**src/rtl/dat_walk_pkg.sv**
```systemverilog
package dat_walk_pkg;

  typedef enum logic [2:0] {
    LV_SEG  = 3'd0,
    LV_R3   = 3'd1,
    LV_R2   = 3'd2,
    LV_R1   = 3'd3,
    LV_PAGE = 3'd4
  } lvl_t;

  localparam int VA_W    = 64;
  localparam int IDX_W   = 11;
  localparam int PX_W    = 8;
  localparam int CODE_W  = 8;
  localparam int SLOT_SH = 3;

  localparam logic [CODE_W-1:0] C_OK    = 8'h00;
  localparam logic [CODE_W-1:0] C_PROT  = 8'h04;
  localparam logic [CODE_W-1:0] C_SEGX  = 8'h10;
  localparam logic [CODE_W-1:0] C_PAGEX = 8'h11;
  localparam logic [CODE_W-1:0] C_SPEC  = 8'h12;
  localparam logic [CODE_W-1:0] C_ATYPE = 8'h38;
  localparam logic [CODE_W-1:0] C_R1X   = 8'h39;
  localparam logic [CODE_W-1:0] C_R2X   = 8'h3A;
  localparam logic [CODE_W-1:0] C_R3X   = 8'h3B;

  // Index field of the address that selects the entry of a given level.
  function automatic logic [IDX_W-1:0] level_index(input logic [VA_W-1:0] va, input lvl_t l);
    case (l)
      LV_R1:   return va[63:53];
      LV_R2:   return va[52:42];
      LV_R3:   return va[41:31];
      LV_SEG:  return va[30:20];
      default: return {3'b000, va[19:12]};
    endcase
  endfunction

  function automatic logic [CODE_W-1:0] trans_code(input lvl_t l);
    case (l)
      LV_R1:   return C_R1X;
      LV_R2:   return C_R2X;
      LV_R3:   return C_R3X;
      LV_SEG:  return C_SEGX;
      default: return C_PAGEX;
    endcase
  endfunction

  function automatic lvl_t lower_level(input lvl_t l);
    case (l)
      LV_R1:   return LV_R2;
      LV_R2:   return LV_R3;
      LV_R3:   return LV_SEG;
      default: return LV_PAGE;
    endcase
  endfunction

  // 4 KiB-aligned table origin plus an 8-byte slot.
  function automatic logic [VA_W-1:0] table_slot(input logic [51:0] org, input logic [IDX_W-1:0] idx);
    return {org, 12'h000} + {50'b0, idx, 3'b000};
  endfunction

  // 2 KiB-aligned page table; the slot never carries into the origin.
  function automatic logic [VA_W-1:0] page_slot(input logic [52:0] pto, input logic [PX_W-1:0] px);
    return {pto, px, 3'b000};
  endfunction

endpackage

```
**src/rtl/dat_start_check.sv**
```systemverilog
module dat_start_check
  import dat_walk_pkg::*;
(
  input  logic [VA_W-1:0]   vaddr,
  input  logic [51:0]       origin,
  input  logic [1:0]        dtype,
  input  logic [1:0]        tlen,
  output lvl_t              first_lvl,
  output logic [VA_W-1:0]   first_ptr,
  output logic [CODE_W-1:0] start_code
);
  localparam int N_REGION = 3;

  logic [N_REGION:1] above_hit;
  logic [IDX_W-1:0]  start_idx;

  // One comparator per region level that may sit above the start.
  for (genvar g = 1; g <= N_REGION; g++) begin : g_above
    assign above_hit[g] = (2'(g) > dtype) && (level_index(vaddr, lvl_t'(3'(g))) != '0);
  end

  assign first_lvl = lvl_t'({1'b0, dtype});
  assign start_idx = level_index(vaddr, first_lvl);
  assign first_ptr = table_slot(origin, start_idx);

  always_comb begin
    start_code = C_OK;
    if (|above_hit)                    start_code = C_ATYPE;
    else if (start_idx[10:9] > tlen)   start_code = trans_code(first_lvl);
  end
endmodule

```
**src/rtl/dat_entry_eval.sv**
```systemverilog
module dat_entry_eval
  import dat_walk_pkg::*;
(
  input  lvl_t              lvl,
  input  logic [63:0]       entry,
  input  logic [VA_W-1:0]   vaddr,
  input  logic              priv,
  input  logic              en1,
  input  logic              en2,
  output logic [CODE_W-1:0] code,
  output logic              last,
  output lvl_t              next_lvl,
  output logic [VA_W-1:0]   next_ptr,
  output logic [VA_W-1:0]   out_addr,
  output logic              prot
);
  lvl_t             nlvl;
  logic [IDX_W-1:0] nidx;
  logic [1:0]       ntop;

  assign nlvl = lower_level(lvl);
  assign nidx = level_index(vaddr, nlvl);
  assign ntop = nidx[10:9];

  always_comb begin
    code     = C_OK;
    last     = 1'b0;
    next_lvl = LV_PAGE;
    next_ptr = '0;
    out_addr = '0;
    prot     = 1'b0;
    case (lvl)
      LV_R1, LV_R2, LV_R3: begin
        if (entry[5])                          code = trans_code(lvl);
        else if (entry[3:2] != lvl[1:0])       code = C_SPEC;
        else if (lvl == LV_R3 && entry[10] && en1 && en2) begin
          last     = 1'b1;
          out_addr = {entry[63:31], vaddr[30:0]};
          prot     = entry[9];
        end
        else if (ntop < entry[7:6] || ntop > entry[1:0]) code = trans_code(nlvl);
        else begin
          next_lvl = nlvl;
          next_ptr = table_slot(entry[63:12], nidx);
          prot     = en1 & entry[9];
        end
      end
      LV_SEG: begin
        if (entry[5])                          code = C_SEGX;
        else if (entry[3:2] != 2'b00)          code = C_SPEC;
        else if (entry[4] && priv)             code = C_SPEC;
        else if (entry[10] && en1) begin
          last     = 1'b1;
          out_addr = {entry[63:20], vaddr[19:0]};
          prot     = entry[9];
        end
        else begin
          next_lvl = LV_PAGE;
          next_ptr = page_slot(entry[63:11], vaddr[19:12]);
          prot     = entry[9];
        end
      end
      default: begin
        if (entry[10])                         code = C_PAGEX;
        else if (entry[11])                    code = C_SPEC;
        else if (entry[8] && !en1)             code = C_SPEC;
        else begin
          last     = 1'b1;
          out_addr = {entry[63:12], vaddr[11:0]};
          prot     = entry[9];
        end
      end
    endcase
  end
endmodule

```
**src/rtl/dat_walker.sv**
```systemverilog
module dat_walker
  import dat_walk_pkg::*;
#(
  parameter logic [7:0] BUS_FAULT_CODE = 8'hF0
) (
  input  logic        clk,
  input  logic        rst_n,
  input  logic        req_valid,
  output logic        req_busy,
  input  logic [63:0] req_vaddr,
  input  logic [63:0] req_ctl,
  input  logic        req_large_en1,
  input  logic        req_large_en2,
  input  logic        req_write,
  output logic        mem_rd_valid,
  output logic [63:0] mem_rd_addr,
  input  logic        mem_rsp_valid,
  input  logic [63:0] mem_rsp_data,
  input  logic        mem_rsp_err,
  output logic        res_valid,
  output logic [63:0] res_addr,
  output logic [7:0]  res_code
);
  typedef enum logic [1:0] {S_IDLE, S_REQ, S_WAIT} st_t;

  st_t               state;
  lvl_t              lvl_q;
  logic [VA_W-1:0]   ptr_q, va_q;
  logic              priv_q, en1_q, en2_q, wr_q, prot_q;

  lvl_t              st_lvl;
  logic [VA_W-1:0]   st_ptr;
  logic [CODE_W-1:0] st_code;

  logic [CODE_W-1:0] ev_code;
  logic              ev_last, ev_prot;
  lvl_t              ev_nlvl;
  logic [VA_W-1:0]   ev_nptr, ev_addr;

  // Named events for the assertions.
  logic accept, real_mode, rsp_take, rsp_fault, prot_hit;
  logic unused_ctl;

  assign unused_ctl = ^{req_ctl[11:9], req_ctl[7:6], req_ctl[4]};
  assign accept     = req_valid && (state == S_IDLE);
  assign real_mode  = req_ctl[5];
  assign rsp_take   = (state == S_WAIT) && mem_rsp_valid;
  assign rsp_fault  = rsp_take && mem_rsp_err;
  assign prot_hit   = wr_q && (prot_q || ev_prot);

  dat_start_check u_start (
    .vaddr     (req_vaddr),
    .origin    (req_ctl[63:12]),
    .dtype     (req_ctl[3:2]),
    .tlen      (req_ctl[1:0]),
    .first_lvl (st_lvl),
    .first_ptr (st_ptr),
    .start_code(st_code)
  );

  dat_entry_eval u_eval (
    .lvl     (lvl_q),
    .entry   (mem_rsp_data),
    .vaddr   (va_q),
    .priv    (priv_q),
    .en1     (en1_q),
    .en2     (en2_q),
    .code    (ev_code),
    .last    (ev_last),
    .next_lvl(ev_nlvl),
    .next_ptr(ev_nptr),
    .out_addr(ev_addr),
    .prot    (ev_prot)
  );

  assign req_busy     = (state != S_IDLE);
  assign mem_rd_valid = (state == S_REQ);
  assign mem_rd_addr  = ptr_q;

  always_ff @(posedge clk or negedge rst_n) begin
    if (!rst_n) begin
      state     <= S_IDLE;
      lvl_q     <= LV_SEG;
      ptr_q     <= '0;
      va_q      <= '0;
      priv_q    <= 1'b0;
      en1_q     <= 1'b0;
      en2_q     <= 1'b0;
      wr_q      <= 1'b0;
      prot_q    <= 1'b0;
      res_valid <= 1'b0;
      res_addr  <= '0;
      res_code  <= '0;
    end else begin
      res_valid <= 1'b0;
      case (state)
        S_IDLE: begin
          if (accept) begin
            va_q   <= req_vaddr;
            priv_q <= req_ctl[8];
            en1_q  <= req_large_en1;
            en2_q  <= req_large_en2;
            wr_q   <= req_write;
            prot_q <= 1'b0;
            if (real_mode) begin
              res_valid <= 1'b1;
              res_addr  <= req_vaddr;
              res_code  <= C_OK;
            end else if (st_code != C_OK) begin
              res_valid <= 1'b1;
              res_addr  <= '0;
              res_code  <= st_code;
            end else begin
              lvl_q <= st_lvl;
              ptr_q <= st_ptr;
              state <= S_REQ;
            end
          end
        end
        S_REQ: state <= S_WAIT;
        default: begin
          if (rsp_take) begin
            if (mem_rsp_err || ev_code != C_OK || ev_last) begin
              state     <= S_IDLE;
              res_valid <= 1'b1;
              res_addr  <= '0;
              if (mem_rsp_err)          res_code <= BUS_FAULT_CODE;
              else if (ev_code != C_OK) res_code <= ev_code;
              else if (prot_hit)        res_code <= C_PROT;
              else begin
                res_code <= C_OK;
                res_addr <= ev_addr;
              end
            end else begin
              prot_q <= prot_q | ev_prot;
              lvl_q  <= ev_nlvl;
              ptr_q  <= ev_nptr;
              state  <= S_REQ;
            end
          end
        end
      endcase
    end
  end


  rd_align_chk: assert property (@(posedge clk) disable iff (!rst_n)
    mem_rd_valid |-> (mem_rd_addr[2:0] == 3'b000));


  one_read_chk: assert property (@(posedge clk) disable iff (!rst_n)
    mem_rd_valid |=> !mem_rd_valid);


  real_pass_chk: assert property (@(posedge clk) disable iff (!rst_n)
    (accept && real_mode) |=> (res_valid && res_code == C_OK && res_addr == $past(req_vaddr) && !req_busy));


  asce_type_chk: assert property (@(posedge clk) disable iff (!rst_n)
    (accept && !real_mode && st_code == C_ATYPE) |=> (res_valid && res_code == C_ATYPE && !mem_rd_valid));


  bus_fault_chk: assert property (@(posedge clk) disable iff (!rst_n)
    rsp_fault |=> (res_valid && res_code == BUS_FAULT_CODE && !req_busy));


  prot_write_chk: assert property (@(posedge clk) disable iff (!rst_n)
    (rsp_take && !mem_rsp_err && ev_code == C_OK && ev_last && prot_hit) |=> (res_valid && res_code == C_PROT));
endmodule

```
**config.mk**
```make
export PLATFORM = sky130hd
export DESIGN_NAME = dat_walker
export DESIGN_NICKNAME = d
export VERILOG_FILES = /design/src/rtl/dat_walk_pkg.sv /design/src/rtl/dat_start_check.sv /design/src/rtl/dat_entry_eval.sv /design/src/rtl/dat_walker.sv
export SDC_FILE = /design/constraint.sdc
export NUM_CORES = 1
export LEC_CHECK = 0
export BUFFER_PORTS_ARGS = -buffer_cell sky130_fd_sc_hd__clkbuf_2
export CELL_PAD_IN_SITES_DETAIL_PLACEMENT = 1
export CELL_PAD_IN_SITES_GLOBAL_PLACEMENT = 1
export CORE_MARGIN = 4
export CORE_UTILIZATION = 39
export DETAILED_ROUTE_END_ITERATION = 6
export HOLD_SLACK_MARGIN = 0.06
export PLACE_DENSITY_LB_ADDON = 0.25
export SYNTH_ARGS = -nofsm -noshare
export SYNTH_HDL_FRONTEND = slang
export SYNTH_SLANG_ARGS = --single-unit
export TNS_END_PERCENT = 10
```
**constraint.sdc**
```tcl
create_clock -name clk -period 3.8 [get_ports clk]
set_input_delay 0.38 -clock clk [delete_from_list [all_inputs] [get_ports clk]]
set_output_delay 0.38 -clock clk [all_outputs]
set_load 0.05 [all_outputs]
```
==> metrics.txt, run 1 <==
top_reg_cell synth=dfrtp_1; core area=approximately 33000 µm²; Synth Area per Inst=around 7.9 µm²; Critical Path Fanout Max=7; initial antenna violation count=4; Hold/Removal Path Class=in -> reg; final hold vios=0; critical setup path kind=reg -> reg; Rel. slew slack=0.238; Post-synth EDFFs=0; max cap viols=0; CTS root buffer=clkbuf_16; Critical Path RT=just over 4000 ps; Final Cycle Share=0.961; Tmin final=roughly 3700 ps; ranking of synthesized cells by area=dfrtp_1 (38%), nand2_1 (9.8%), nor2_1 (4.7%), a31oi_1 (3.9%), nand4_1 (3.8%); final setup violation count=0; final cell count without fillers=around 2400; status=finished, final reports clean; Fill cells=4138; ys async rst share=1.00; flip-flop and latch count after synthesis=slightly below 200; # port buffers=between 300 and 400; endpoint class of the critical path=register; synthesis-to-layout area growth=22.4%; r2r setup slk=~150 ps; worst vdd ir=0.000419 V; top-count cell post-synth=nand2_1; measured slew at the worst slew-check pin=between 1000 and 1500 ps; post-synth top area cell=dfrtp_1; Pwr per Cell Area=slightly below 800 nW/µm²; overall power=around 0.013 W; CTS Sinks=just under 200; First DRT Iteration DRCs=~1200; vias in the first global route=about 15000; Die Wd=approximately 190 µm; Tot GR Track Use=0.315; DRC Markers=0; TritonCTS clock tree=built; area occupied by multi-input gates=approximately 7400 µm²; Leak Pwr=7.04 nW; vias per inst=between 6 and 7; antenna-violating nets left=0; Post-Synthesis Cells=1642; worst flop-to-flop path endpoint=mem_rd_addr[50]; clk slew on worst S/H paths=around 80 ps; clock skew=13.7 ps; fin nets=2151; placed insts=~2400; Peak Freq=274 MHz; I/O pin count=about 340; Vias=approximately 15000; synth warn=0; Worst R2R Path Depth=15; Min-Delay Startpoint=req_ctl[8]; Congestion Overflow GR=0; largest net degree at the start of global routing=84; Clock Latency Late Sink=approximately 460 ps; Synth top area share=0.379; Core Rows=66; Slew Limit Fails=0; DR WL/cell=24.5 µm; Cell variety after synth=81; mapped cell area=between 10000 and 15000 µm²; Seq/Total Area, Yosys=0.379; first-pass GRT wire length=~89000 µm; Final GP Congestion=between 0.9 and 1; FF+latch area=about 4900 µm²; hold_ws=between 100 and 150 ps; WL final=between 50000 and 60000 µm; HPWL after detailed placement=about 45000 µm; Critical Path AT=slightly below 4000 ps; Die ar.=about 36000 µm²; critical path launch point type=register; H-tree levels=4; Hold Path Sink=priv_q; worst hold path cell count=3; CTS buffer count=17; Worst R2R Start=lvl_q[0]; Die Y=roughly 190 µm; drt first pass iters=5; layout cells sized above 1=0.241; Longest Clk Path Bufs=2; top cells by count, synth=nand2_1 (337), dfrtp_1 (196), nor2_1 (161); initial core utilization=0.397
-- cell families (layout without fill, tap and decap cells) --
logic type	count (synthesis)	in the layout	synth area share
adder cells (fa/ha/maj)	16	16	0.0166
multiplexers	17	17	0.0132
XOR/XNOR	53	53	0.0364
AND/OR/NAND/NOR	789	789	0.283
buffers and inverters	166	470	0.0577
flip-flops	196	196	0.379
other	1	7	0.000290
AO/OA/AOI/OAI	404	404	0.214
-- worst max-delay path, stage by stage (launching register included) --
cell	delay (ps)
dfrtp_2	460
mux2i_1	180
o21a_1	180
or2_2	300
inv_1	100
ha_1	180
inv_1	60
fa_2	440
nor4_2	350
buf_4	200
nand4_1	250
buf_4	260
nor2_1	140
o21ai_0	100
a21oi_1	230
o22ai_1	100
-- power breakdown --
part           switching (W)  total, W  internal (W)  leakage, nW
Sequential          0.000722   0.00378       0.00306         2.43
Clock               0.000947   0.00188      0.000931        0.285
Combinational        0.00512   0.00687       0.00175         4.32
Total                0.00678    0.0125       0.00574         7.04
-- registers in the layout, summed over array words and instances (netlist names) --
register     count
en1_q            1
state            2
prot_q           1
mem_rd_addr     61
res_addr        64
res_code         7
lvl_q            3
res_valid        1
va_q            53
en2_q            1
priv_q           1
wr_q             1
-- placed cells by master (no fill, tap or decap), types with 17 or more instances in the layout --
master     Yosys  layout
nor2_1       161     160
inv_1         35      35
buf_4         16      66
a31oi_1       80      80
a22oi_1       22      22
and3_1        20      20
a22o_1        26      26
nand2_1      337     335
nor3_1        35      35
a32oi_1       20      20
clkbuf_16      0      17
nor4_1        34      32
nand3_1       53      53
a21oi_1       86      86
clkbuf_2       1     328
dfrtp_1      196     195
o21ai_0       54      52
xnor2_1       31      31
xor2_1        21      21
nand4_1       79      79
-- what timing repair did --
item / in CTS / in global routing
hold buffers: 1 / 0
endpoints found under the setup margin: 0 / 30
buffers inserted: 0 / 1
resized for setup: 0 / 9
endpoints found under the hold margin: 61 / 0
-- worst max-delay path by stage --
stage	startpoint	end	slack, ps	depth (start not counted)
2_1_floorplan	lvl_q[0]	mem_rd_addr[27]	280	15
3_3_place_gp	req_ctl[2]	mem_rd_addr[15]	90	14
3_5_place_dp	req_ctl[2]	mem_rd_addr[35]	3	14
4_1_cts	lvl_q[0]	mem_rd_addr[40]	70	16
5_1_grt	lvl_q[0]	mem_rd_addr[50]	-20	15
6_report	lvl_q[0]	mem_rd_addr[50]	150	15
-- layer usage --
| metal | global-route usage | part of all wire |
|---|---|---|
| met5 | 0 | 0.00032 |
| met4 | 0.122 | 0.034 |
| met2 | 0.510 | 0.47 |
| met1 | 0.424 | 0.42 |
| met3 | 0.0535 | 0.075 |
-- layout make-up --
class / instances / area share
inverters: 35 / 0.00829
repair buffers: 403 / 0.145
clock inverters: 14 / 0.00892
well taps: 442 / 0.0349
clock buffers: 18 / 0.0271
flip-flops and latches: 196 / 0.310
multi-input cells: 1282 / 0.465
diodes: 4 / 0.000632
-- metrics by stage --
step / instance area [µm²] / util / setup WS [ps] / setup TNS, ps
2_1_floorplan: 13000 / - / 280 / 0
3_3_place_gp: 15200 / 0.467 / 92.7 / 0
3_5_place_dp: 15200 / 0.467 / 3.19 / 0
4_1_cts: 15800 / 0.484 / 72.1 / 0
5_1_grt: 15800 / 0.486 / -17.2 / -41.1
6_report: 15800 / 0.486 / 148 / 0
(Power assumes the default switching activity.)
==> run 2, diff against run 1 <==
--- a/config.mk
+++ b/config.mk
@@ -13,6 +13,7 @@
 export DETAILED_ROUTE_END_ITERATION = 6
 export HOLD_SLACK_MARGIN = 0.06
 export PLACE_DENSITY_LB_ADDON = 0.25
+export REMOVE_ABC_BUFFERS = 1
 export SYNTH_ARGS = -nofsm -noshare
 export SYNTH_HDL_FRONTEND = slang
 export SYNTH_SLANG_ARGS = --single-unit
==> metrics.txt, run 2 (same netlist as run 1, synthesis figures left out) <==
status=finished, final reports clean (unchanged); most frequent cells in the layout=nand2_1 (336), clkbuf_2 (328), dfrtp_1 (195) (was nand2_1 (335), clkbuf_2 (328), dfrtp_1 (195)); Leak Pwr=7.05 nW (was 7.04 nW); vias per inst=6.09 (was 6.12); Critical Path Fanout Max=10 (was 7); Rel. slew slack=0.194 (was 0.238); Final Worst Setup Slack=174 ps (was 148 ps); # port buffers=329 (unchanged); WL final=58300 µm (was 58800 µm); max cap viols=0 (unchanged); worst-path cell chain=mux2i_1 -> o21a_1 -> or2_2 -> inv_1 -> ha_1 -> a21oi_1 -> nor4_2 -> buf_4 -> nand2_1 -> nor2_1 -> a41oi_1 -> a311oi_1 -> o22a_1 (was mux2i_1 -> o21a_1 -> or2_2 -> inv_1 -> ha_1 -> inv_1 -> fa_2 -> nor4_2 -> buf_4 -> nand4_1 -> buf_4 -> nor2_1 -> o21ai_0 -> a21oi_1 -> o22ai_1); worst flop-to-flop path endpoint=mem_rd_addr[59] (was mem_rd_addr[50]); Peak Freq=276 MHz (was 274 MHz); TritonCTS clock tree=built (unchanged); Critical Path RT=4190 ps (was 4130 ps); worst vdd ir=0.000446 V (was 0.000419 V); NetSw=0.00678 W (about the same); final instance area=15900 µm² (was 15800 µm²); Final GP Congestion=0.935 (was 0.955); Clock Latency Late Sink=460 ps (about the same); largest net degree at the start of global routing=79 (was 84); critical setup path kind=reg -> reg (unchanged); Critical Path AT=4010 ps (was 3980 ps); Largest register FFs=64 (unchanged); CTS buffer count=17 (unchanged); final setup violation count=0 (unchanged); clock skew=18.4 ps (was 13.7 ps); clock share of power=0.150 (about the same); DR WL/cell=24.4 µm (was 24.5 µm); CTS root buffer=clkbuf_16 (unchanged); crit path capture=mem_rd_addr[59] (was mem_rd_addr[50]); Cell Area, Placed=15300 µm² (was 15200 µm²); antenna-violating nets left=0 (unchanged); I/O pin count=339 (unchanged); Vias=14569 (was 14659); Final Cycle Share=0.954 (was 0.961); Hold/Removal Path Class=in -> reg (unchanged); endpoint class of the critical path=register (unchanged); Core Rows=66 (unchanged); r2r setup slk=170 ps (was 150 ps); clk slew on worst S/H paths=90 ps (was 80 ps); initial core utilization=0.397 (unchanged); first-pass GRT wire length=89000 µm (was 88500 µm); vias in the first global route=14868 (was 14703); HPWL after detailed placement=43500 µm (was 44700 µm); Worst R2R Start=lvl_q[0] (unchanged); Die Wd=190 µm (unchanged); CP startpoint=lvl_q[0] (unchanged); Longest Clk Path Bufs=2 (unchanged); Congestion Overflow GR=0 (unchanged); combinational power share=0.553 (was 0.548); fin nets=2152 (was 2151); Die ar.=36200 µm² (unchanged); Die Y=190 µm (unchanged); First DRT Iteration DRCs=1146 (was 1203); Pwr per Cell Area=790 nW/µm² (about the same); DRC Markers=0 (unchanged); critical path launch point type=register (unchanged); measured slew at the worst slew-check pin=1210 ps (was 1140 ps); commonest non-fill, non-tap cell in the layout=nand2_1 (unchanged); initial antenna violation count=5 (was 4); Sequential Power Share=0.297 (was 0.302); CTS Sinks=196 (unchanged); Worst R2R Path Depth=13 (was 15); Slew Limit Fails=0 (unchanged); unrepaired setup endpoints after global routing=no; CP max-delay cell=nor2_1 (was dfrtp_2); synthesis-to-layout area growth=22.6% (was 22.4%); delay of the slowest cell on the worst path=480 ps (was 460 ps); final hold vios=0 (unchanged); Reg with most FFs=res_addr (unchanged); core area=32600 µm² (unchanged); drt first pass iters=5 (unchanged); pre-CTS setup slack=90.9 ps (was 3.19 ps); Tot GR Track Use=0.317 (was 0.315); worst hold path cell count=3 (unchanged); layout cells sized above 1=0.241 (about the same); Internal Power=0.00576 W (was 0.00574 W); Tmin final=3630 ps (was 3650 ps); Fill cells=4110 (was 4138); H-tree levels=4 (unchanged); switching share of power=0.541 (was 0.542)
==> run 2: changes by cell type in the layout (fill, tap and decap cells not counted), sizes merged <==
cell | previous run | this run
buf | 73 | 74
diode | 4 | 2
inv | 44 | 42
clkinvlp | 0 | 2
==> run 2: routing by layer <==
| metal | global-route usage | wire [µm] | vias to the layer above | share of wire |
|---|---|---|---|---|
| met2 | 0.498 | 26600 | 671 | 0.46 |
| met1 | 0.430 | 24100 | 7216 | 0.41 |
| li1 | - | - | 6545 | - |
| met5 | 0 | 46 | - | 0.00079 |
| met3 | 0.0657 | 5170 | 129 | 0.089 |
| met4 | 0.128 | 2320 | 8 | 0.040 |
==> run 2: layout make-up <==
cell class | instances | area, µm² | share of cell area
multi-input cells | 1282 | 7360 | 0.463
flip-flops and latches | 196 | 4910 | 0.309
repair buffers | 404 | 2350 | 0.148
well taps | 442 | 553 | 0.0348
clock buffers | 18 | 439 | 0.0277
clock inverters | 14 | 141 | 0.00890
inverters | 35 | 131 | 0.00827
diodes | 2 | 5.00 | 0.000315
==> run 2: how the worst min path moves through the flow <==
stage                  start        to  slack (ps)
2_1_floorplan          rst_n     en1_q          80
3_3_place_gp         va_q[8]   va_q[8]         460
3_5_place_dp        va_q[36]  va_q[36]         460
4_1_cts            req_write      wr_q         110
5_1_grt        req_large_en2     en2_q         120
6_report       req_large_en2     en2_q         120
==> run 2: critical path: cells and delay by family, from the launching register on <==
family | cells | cell delay, ps
compound gates | 5 | 1080
fa+ha+maj | 1 | 200
buf+inv | 2 | 380
flops | 1 | 470
mux | 1 | 160
simple gates | 4 | 1250
==> run 2: power groups by stage <==
stage / sequential, W / combinational [W] / clock, W
after global routing: 0.00384 / 0.00740 / 0.00199
after detailed placement: 0.00374 / 0.00689 / 0
after floorplan: 0.00592 / 0.00234 / 0
after CTS: 0.00371 / 0.00692 / 0.00190
final: 0.00372 / 0.00693 / 0.00188
after global placement: 0.00370 / 0.00673 / 0
==> run 2: what timing repair did <==
action                                  in CTS  in global routing
endpoints found under the hold margin       75                  0
resized for setup                            0                  5
endpoints found under the setup margin       0                 33
setup buffers                                0                  0
hold buffers                                 1                  0
==> run 2: metrics by stage <==
step	TNS, ps	instances	power (W)	hold WS [ps]	utilization
2_1_floorplan	-219530	1513	0.00826	84.4	-
3_3_place_gp	0	2358	0.0104	457	0.468
3_5_place_dp	0	2358	0.0106	464	0.468
4_1_cts	0	2391	0.0125	107	0.486
5_1_grt	0	2393	0.0132	121	0.487
6_report	0	2393	0.0125	118	0.487
